File: src/rtl/cfo_pkg.sv
package cfo_pkg;
   localparam int unsigned NUM_REFS = 2;
   typedef logic [NUM_REFS-1:0] ref_vec_t;
   localparam int unsigned CTL_W = 4;
   typedef struct packed {
      logic bypass;
      logic automode;
      logic prim;
      logic clr_n;
   } ctl_t;
endpackage

File: src/rtl/cfo_sync.sv
module cfo_sync #(
   parameter int unsigned WIDTH = 1,
   parameter int unsigned STAGES = 2,
   parameter logic [WIDTH-1:0] RST_VAL = '0
) (
   input  logic             clk,
   input  logic             rst_n,
   input  logic [WIDTH-1:0] d,
   output logic [WIDTH-1:0] q
);
   logic [WIDTH-1:0] chain [STAGES];

   generate
      if (STAGES < 2) begin : g_bad
         $error("cfo_sync needs at least two stages");
      end
   endgenerate

   always_ff @(posedge clk or negedge rst_n) begin
      if (!rst_n) begin
         for (int i = 0; i < STAGES; i++) chain[i] <= RST_VAL;
      end else begin
         chain[0] <= d;
         for (int i = 1; i < STAGES; i++) chain[i] <= chain[i-1];
      end
   end

   assign q = chain[STAGES-1];
endmodule

File: src/rtl/cfo_act_mon.sv
module cfo_act_mon #(
   parameter int unsigned TIMEOUT_CYC = 16,
   parameter int unsigned SYNC_STAGES = 2
) (
   input  logic clk,
   input  logic rst_n,
   input  logic ref_async,
   output logic stuck
);
   localparam int unsigned CW = $clog2(TIMEOUT_CYC + 1);
   localparam logic [CW-1:0] LIMIT = CW'(TIMEOUT_CYC);

   logic          lvl;
   logic          lvl_d;
   logic          edge_seen;
   logic [CW-1:0] idle_cnt;

   cfo_sync #(.WIDTH(1), .STAGES(SYNC_STAGES), .RST_VAL(1'b0)) i_sync (
      .clk  (clk),
      .rst_n(rst_n),
      .d    (ref_async),
      .q    (lvl)
   );

   assign edge_seen = lvl ^ lvl_d;

   always_ff @(posedge clk or negedge rst_n) begin
      if (!rst_n) begin
         lvl_d    <= 1'b0;
         idle_cnt <= '0;
      end else begin
         lvl_d <= lvl;
         if (edge_seen)              idle_cnt <= '0;
         else if (idle_cnt != LIMIT) idle_cnt <= idle_cnt + 1'b1;
      end
   end

   assign stuck = (idle_cnt == LIMIT);
endmodule

File: src/rtl/cfo_sel_core.sv
module cfo_sel_core
   import cfo_pkg::*;
(
   input  logic     clk,
   input  logic     rst_n,
   input  logic     clr_pls,
   input  logic     prim,
   input  logic     auto_eff,
   input  ref_vec_t stuck,
   output ref_vec_t alarm_q,
   output logic     sel_q,
   output logic     hold_q
);
   ref_vec_t stuck_d;
   ref_vec_t fail_evt;
   ref_vec_t alarm_nx;
   logic     sel_nx;
   logic     hold_nx;
   logic     other;

   assign fail_evt = stuck & ~stuck_d;
   assign other    = ~sel_q;

   always_comb begin
      alarm_nx = alarm_q;
      sel_nx   = sel_q;
      hold_nx  = hold_q;
      if (clr_pls) begin
         alarm_nx = '0;
         if (&alarm_q) begin
            sel_nx  = 1'b0;
            hold_nx = 1'b1;
         end else begin
            sel_nx  = prim;
            hold_nx = 1'b0;
         end
      end else begin
         alarm_nx = alarm_q | stuck;
         if (!auto_eff) begin
            sel_nx  = prim;
            hold_nx = 1'b0;
         end else if (!hold_q) begin
            if (fail_evt[sel_q] && !alarm_q[other] && !stuck[other]) begin
               sel_nx  = other;
               hold_nx = 1'b1;
            end else begin
               sel_nx = prim;
            end
         end
      end
   end

   always_ff @(posedge clk or negedge rst_n) begin
      if (!rst_n) begin
         stuck_d <= '0;
         alarm_q <= '0;
         sel_q   <= 1'b0;
         hold_q  <= 1'b0;
      end else begin
         stuck_d <= stuck;
         alarm_q <= alarm_nx;
         sel_q   <= sel_nx;
         hold_q  <= hold_nx;
      end
   end
endmodule

File: src/rtl/clk_failover_ctrl.sv
module clk_failover_ctrl
   import cfo_pkg::*;
#(
   parameter int unsigned TIMEOUT_CYC = 16,
   parameter int unsigned SYNC_STAGES = 2
) (
   input  logic clk_smp,
   input  logic rst_n,
   input  logic ref0_in,
   input  logic ref1_in,
   input  logic prim_sel,
   input  logic auto_mode,
   input  logic alarm_clr_n,
   input  logic pll_bypass,
   output logic alarm0_n,
   output logic alarm1_n,
   output logic ref_ind,
   output logic mux_sel
);
   localparam ctl_t CTL_RST = '{bypass: 1'b0, automode: 1'b0, prim: 1'b0, clr_n: 1'b1};

   generate
      if (TIMEOUT_CYC < 2) begin : g_bad_timeout
         $error("TIMEOUT_CYC must be at least 2");
      end
      if (SYNC_STAGES < 2) begin : g_bad_sync
         $error("SYNC_STAGES must be at least 2");
      end
   endgenerate

   ctl_t     ctl_raw;
   ctl_t     ctl_s;
   logic     clr_d;
   logic     clr_pls;
   logic     prim_s;
   logic     auto_eff;
   ref_vec_t ref_raw;
   ref_vec_t stuck;
   ref_vec_t alarm_q;
   logic     sel_q;
   logic     hold_q;
   logic     ind_q;

   assign ctl_raw = '{bypass: pll_bypass, automode: auto_mode, prim: prim_sel, clr_n: alarm_clr_n};

   cfo_sync #(.WIDTH(CTL_W), .STAGES(SYNC_STAGES), .RST_VAL(CTL_RST)) i_ctl_sync (
      .clk  (clk_smp),
      .rst_n(rst_n),
      .d    (ctl_raw),
      .q    (ctl_s)
   );

   always_ff @(posedge clk_smp or negedge rst_n) begin
      if (!rst_n) clr_d <= 1'b1;
      else        clr_d <= ctl_s.clr_n;
   end

   assign clr_pls  = clr_d & ~ctl_s.clr_n;
   assign prim_s   = ctl_s.prim;
   assign auto_eff = ctl_s.automode & ~ctl_s.bypass;
   assign ref_raw  = {ref1_in, ref0_in};

   for (genvar g = 0; g < NUM_REFS; g++) begin : g_mon
      cfo_act_mon #(.TIMEOUT_CYC(TIMEOUT_CYC), .SYNC_STAGES(SYNC_STAGES)) i_mon (
         .clk      (clk_smp),
         .rst_n    (rst_n),
         .ref_async(ref_raw[g]),
         .stuck    (stuck[g])
      );
   end

   cfo_sel_core i_core (
      .clk     (clk_smp),
      .rst_n   (rst_n),
      .clr_pls (clr_pls),
      .prim    (prim_s),
      .auto_eff(auto_eff),
      .stuck   (stuck),
      .alarm_q (alarm_q),
      .sel_q   (sel_q),
      .hold_q  (hold_q)
   );

   always_ff @(posedge clk_smp or negedge rst_n) begin
      if (!rst_n) ind_q <= 1'b0;
      else        ind_q <= sel_q;
   end

   assign alarm0_n = ~alarm_q[0];
   assign alarm1_n = ~alarm_q[1];
   assign mux_sel  = sel_q;
   assign ref_ind  = ind_q;
endmodule

File: config.mk
export PLATFORM = sky130hd
export DESIGN_NAME = clk_failover_ctrl
export DESIGN_NICKNAME = d
export VERILOG_FILES = /design/src/rtl/cfo_pkg.sv /design/src/rtl/cfo_sync.sv /design/src/rtl/cfo_act_mon.sv /design/src/rtl/cfo_sel_core.sv /design/src/rtl/clk_failover_ctrl.sv
export SDC_FILE = /design/constraint.sdc
export NUM_CORES = 1
export LEC_CHECK = 0
export BUFFER_PORTS_ARGS = -buffer_cell sky130_fd_sc_hd__buf_4
export CORE_MARGIN = 2
export CORE_UTILIZATION = 60
export DETAILED_ROUTE_END_ITERATION = 10
export PLACE_DENSITY = 0.86
export SYNTH_ARGS = -nofsm -noshare
export SYNTH_HDL_FRONTEND = slang
export SYNTH_SLANG_ARGS = --single-unit
File: constraint.sdc
create_clock -name clk_smp -period 3.2 [get_ports clk_smp]
set_clock_uncertainty 0.1 [all_clocks]
set_input_delay 0.64 -clock clk_smp [delete_from_list [all_inputs] [get_ports clk_smp]]
set_output_delay 0.64 -clock clk_smp [all_outputs]
set_load 0.02 [all_outputs]
==> metrics.csv <==
stage;metric;value;unit
routing;DRT Pass-1 Iters;4;
sta;period utilization;57.9;%
yosys;library cells used by synthesis;25;
placed_design;HPWL Detailed;1450;um
yosys;Synth Flop Type;dfrtp_1;
sta;worst-margin pin slew;0.449;ns
sta;Fmax;540;MHz
grt;GR Overflow Total;0;
cts;Num CTS Buffers;5;
cts;number of clock sinks;32;
cts;Post-CTS Hold Fix Bufs;0;
die;site row count;16;
cts;Max Root-Sink Buffers;2;
routing;Via Count;736;
final_layout;design area;1400;um^2
setup_path;crit end category;register;
yosys;Synth area leaders;dfrtp_1 (59%), dfstp_2 (6.4%), nor2_1 (4.2%);
cts;Root Driver;clkbuf_4;
pwr;VDD IR-drop max;0.392;mV
setup_path;CP Class;register to register;
sta;post-route minimum period;1.85;ns
cts;worst skew pair latency;0.32;ns
sta;RSZ-0062 raised after global routing;no;
placed_design;post-place instance area;1330;um^2
sta;Rel. slew slack;69.6;%
routing;drt wl/cell;14.1;um
yosys;top cells by count, synth;dfrtp_1 (29), nor2_1 (14), inv_1 (7);
final_layout;fraction of layout cells with a size suffix above 1;20.7;%
sta;setup ws final;1.35;ns
placed_design;pre-CTS WS;1.37;ns
placed_design;gpl congestion;0.846;
routing;initial DRC count;5;
sta;# setup viols final;0;
pwr;Leak Pwr;0.637;nW
sta;Final Hold Viols;0;
die;die width;49.4;um
routing;detailed-route vias per instance;5.33;
yosys;Post-synth EDFFs;0;
cts;Gates resized, CTS repair;0;
grt;largest net degree at the start of global routing;33;
final_layout;Nets;122;
routing;WL final;1940;um
yosys;post-synth top area cell;dfrtp_1;
setup_path;WP data required;3.30;ns
setup_path;CP Launch Type;register;
outcome;status;completed;
yosys;top cell type's share of synthesized area;58.6;%
pwr;cell area power density;546;nW/um^2
yosys;Net Count, Synth;106;
placed_design;IO buf count;11;
final_layout;Layout area overhead;12.8;%
cts;TritonCTS clock tree;done;
die;num ports;12;
setup_path;Crit Path Max Fanout;9;
yosys;Mapped Avg Cell Area;13.2;um^2
yosys;FFs w/ async S/R, synth;100;%
final_layout;n_diodes;0;
yosys;register bit total from synthesis;32;
cts;post-CTS setup buffer count;0;
die;Die ar.;2440;um^2
cts;H-tree depth;2;
yosys;top-count cell post-synth;dfrtp_1;
cts;Clk pin slew, worst setup/hold paths;0.09;ns
yosys;synth warn;0;
die;DIE HEIGHT;49.4;um
grt;Tot GR Track Use;20.0;%
die;Initial Util;63.1;%
yosys;sequential fraction of the synthesis area;64.9;%
grt;first-pass GRT wire length;3420;um
worst_hold_path;Worst Hold Class;primary input to asynchronous set/reset pin;
sta;final max-slew violation count;0;
sta;hold slack;0.131;ns
setup_path;Worst Path Arrival;1.95;ns
run;Max Cap Viol;0;
routing;Residual DRC;0;
grt;initial antenna violation count;0;
grt;vias in the first global route;806;
sta;Setup TNS;0;ns
routing;Final ANT Viol Nets;0;
yosys;synthesized instance count;94;
yosys;Netlist Area Pre-Place;1240;um^2
die;CORE AREA;1960;um^2
==> layer usage <==
layer  vias up  wire, um  GRT usage [%]
met4         0        48           10.6
met5         -         0              0
met2        21      1040           32.9
met3         7       109           9.82
met1       366       740           20.9
li1        342         -              -
==> worst paths after layout <==
kind                                            startpoint  slack, ns              end  depth (start not counted)
worst min register to register         i_ctl_sync.chain[7]       0.26  i_ctl_sync.q[3]                          0
worst min-delay path                                 rst_n       0.13     i_core.sel_q                          1
worst max-delay path            g_mon[0].i_mon.idle_cnt[0]       1.35     i_core.sel_q                          6
max in group asynchronous                            rst_n       2.55  i_ctl_sync.q[0]                          1
min in group clk_smp                   i_ctl_sync.chain[7]       0.26  i_ctl_sync.q[3]                          0
worst max register to register  g_mon[0].i_mon.idle_cnt[0]       1.35     i_core.sel_q                          6
==> cell families (layout without fill, tap and decap cells) <==
kind of cell             count (synthesis)  count (layout)  share of synthesized area, %
multiplexers                             2               2                          1.62
AND/OR/NAND/NOR                         33              33                          15.7
flip-flops                              32              32                          65.0
adder cells (fa/ha/maj)                  4               4                          4.04
XOR/XNOR                                10              10                          7.07
AO/OA/AOI/OAI                            4               4                          2.42
buffers and inverters                    9              26                          4.24
==> where the power goes <==
part	internal, W	total, W	switching [W]
clock network	0.000129	0.000251	0.000122
logic	0.0000292	0.0000652	0.0000360
registers	0.000429	0.000447	0.0000185
==> registers in the layout, summed over array words and instances, names as in the netlist, 2 cells and up <==
name	flops
g_mon.i_mon.idle_cnt	10
i_ctl_sync.chain	4
i_ctl_sync.q	4
g_mon.i_mon.i_sync.chain	2
g_mon.i_mon.i_sync.q	2
g_mon.i_mon.lvl_d	2
i_core.alarm_q	2
i_core.stuck_d	2
==> placed cells by master, fill, tap and decap left out <==
master	count
dfstp_2	3
nor3_1	2
nor3b_1	1
nand2_1	2
xor2_1	6
xnor2_1	4
a311o_1	1
clkbuf_4	5
dfrtp_1	29
buf_4	11
nor2_1	14
ha_1	4
o311ai_1	1
mux2i_1	2
nor4bb_1	1
a31oi_1	1
inv_1	7
clkbuf_1	1
o21ai_1	1
nor2b_4	1
nand3_1	5
nand4b_1	1
and4bb_1	2
clkbuf_8	2
nor4b_2	1
nand2b_1	1
nor2b_1	2
==> through the flow <==
step / total power, W / util, % / instances
after floorplan: 0.000490 / - / 94
after global placement: 0.000513 / 67.7 / 130
after detailed placement: 0.000522 / 67.7 / 130
after CTS: 0.000773 / 71.2 / 138
after global routing: 0.000806 / 71.2 / 138
final: 0.000763 / 71.2 / 138
==> critical path: stages (launching register included) <==
cell,delay (ns)
dfrtp_1,0.41
inv_1,0.09
ha_1,0.13
and4bb_1,0.44
nor2b_4,0.06
a311o_1,0.37
o311ai_1,0.12
==> layout make-up <==
class | count | area (um^2)
repair buffers | 11 | 82.6
well taps | 27 | 33.8
fillers | 157 | 564
inverters | 7 | 26.3
flip-flops and latches | 32 | 805
clock buffers | 8 | 68.8
multi-input cells | 53 | 382
(Power assumes the default switching activity.)
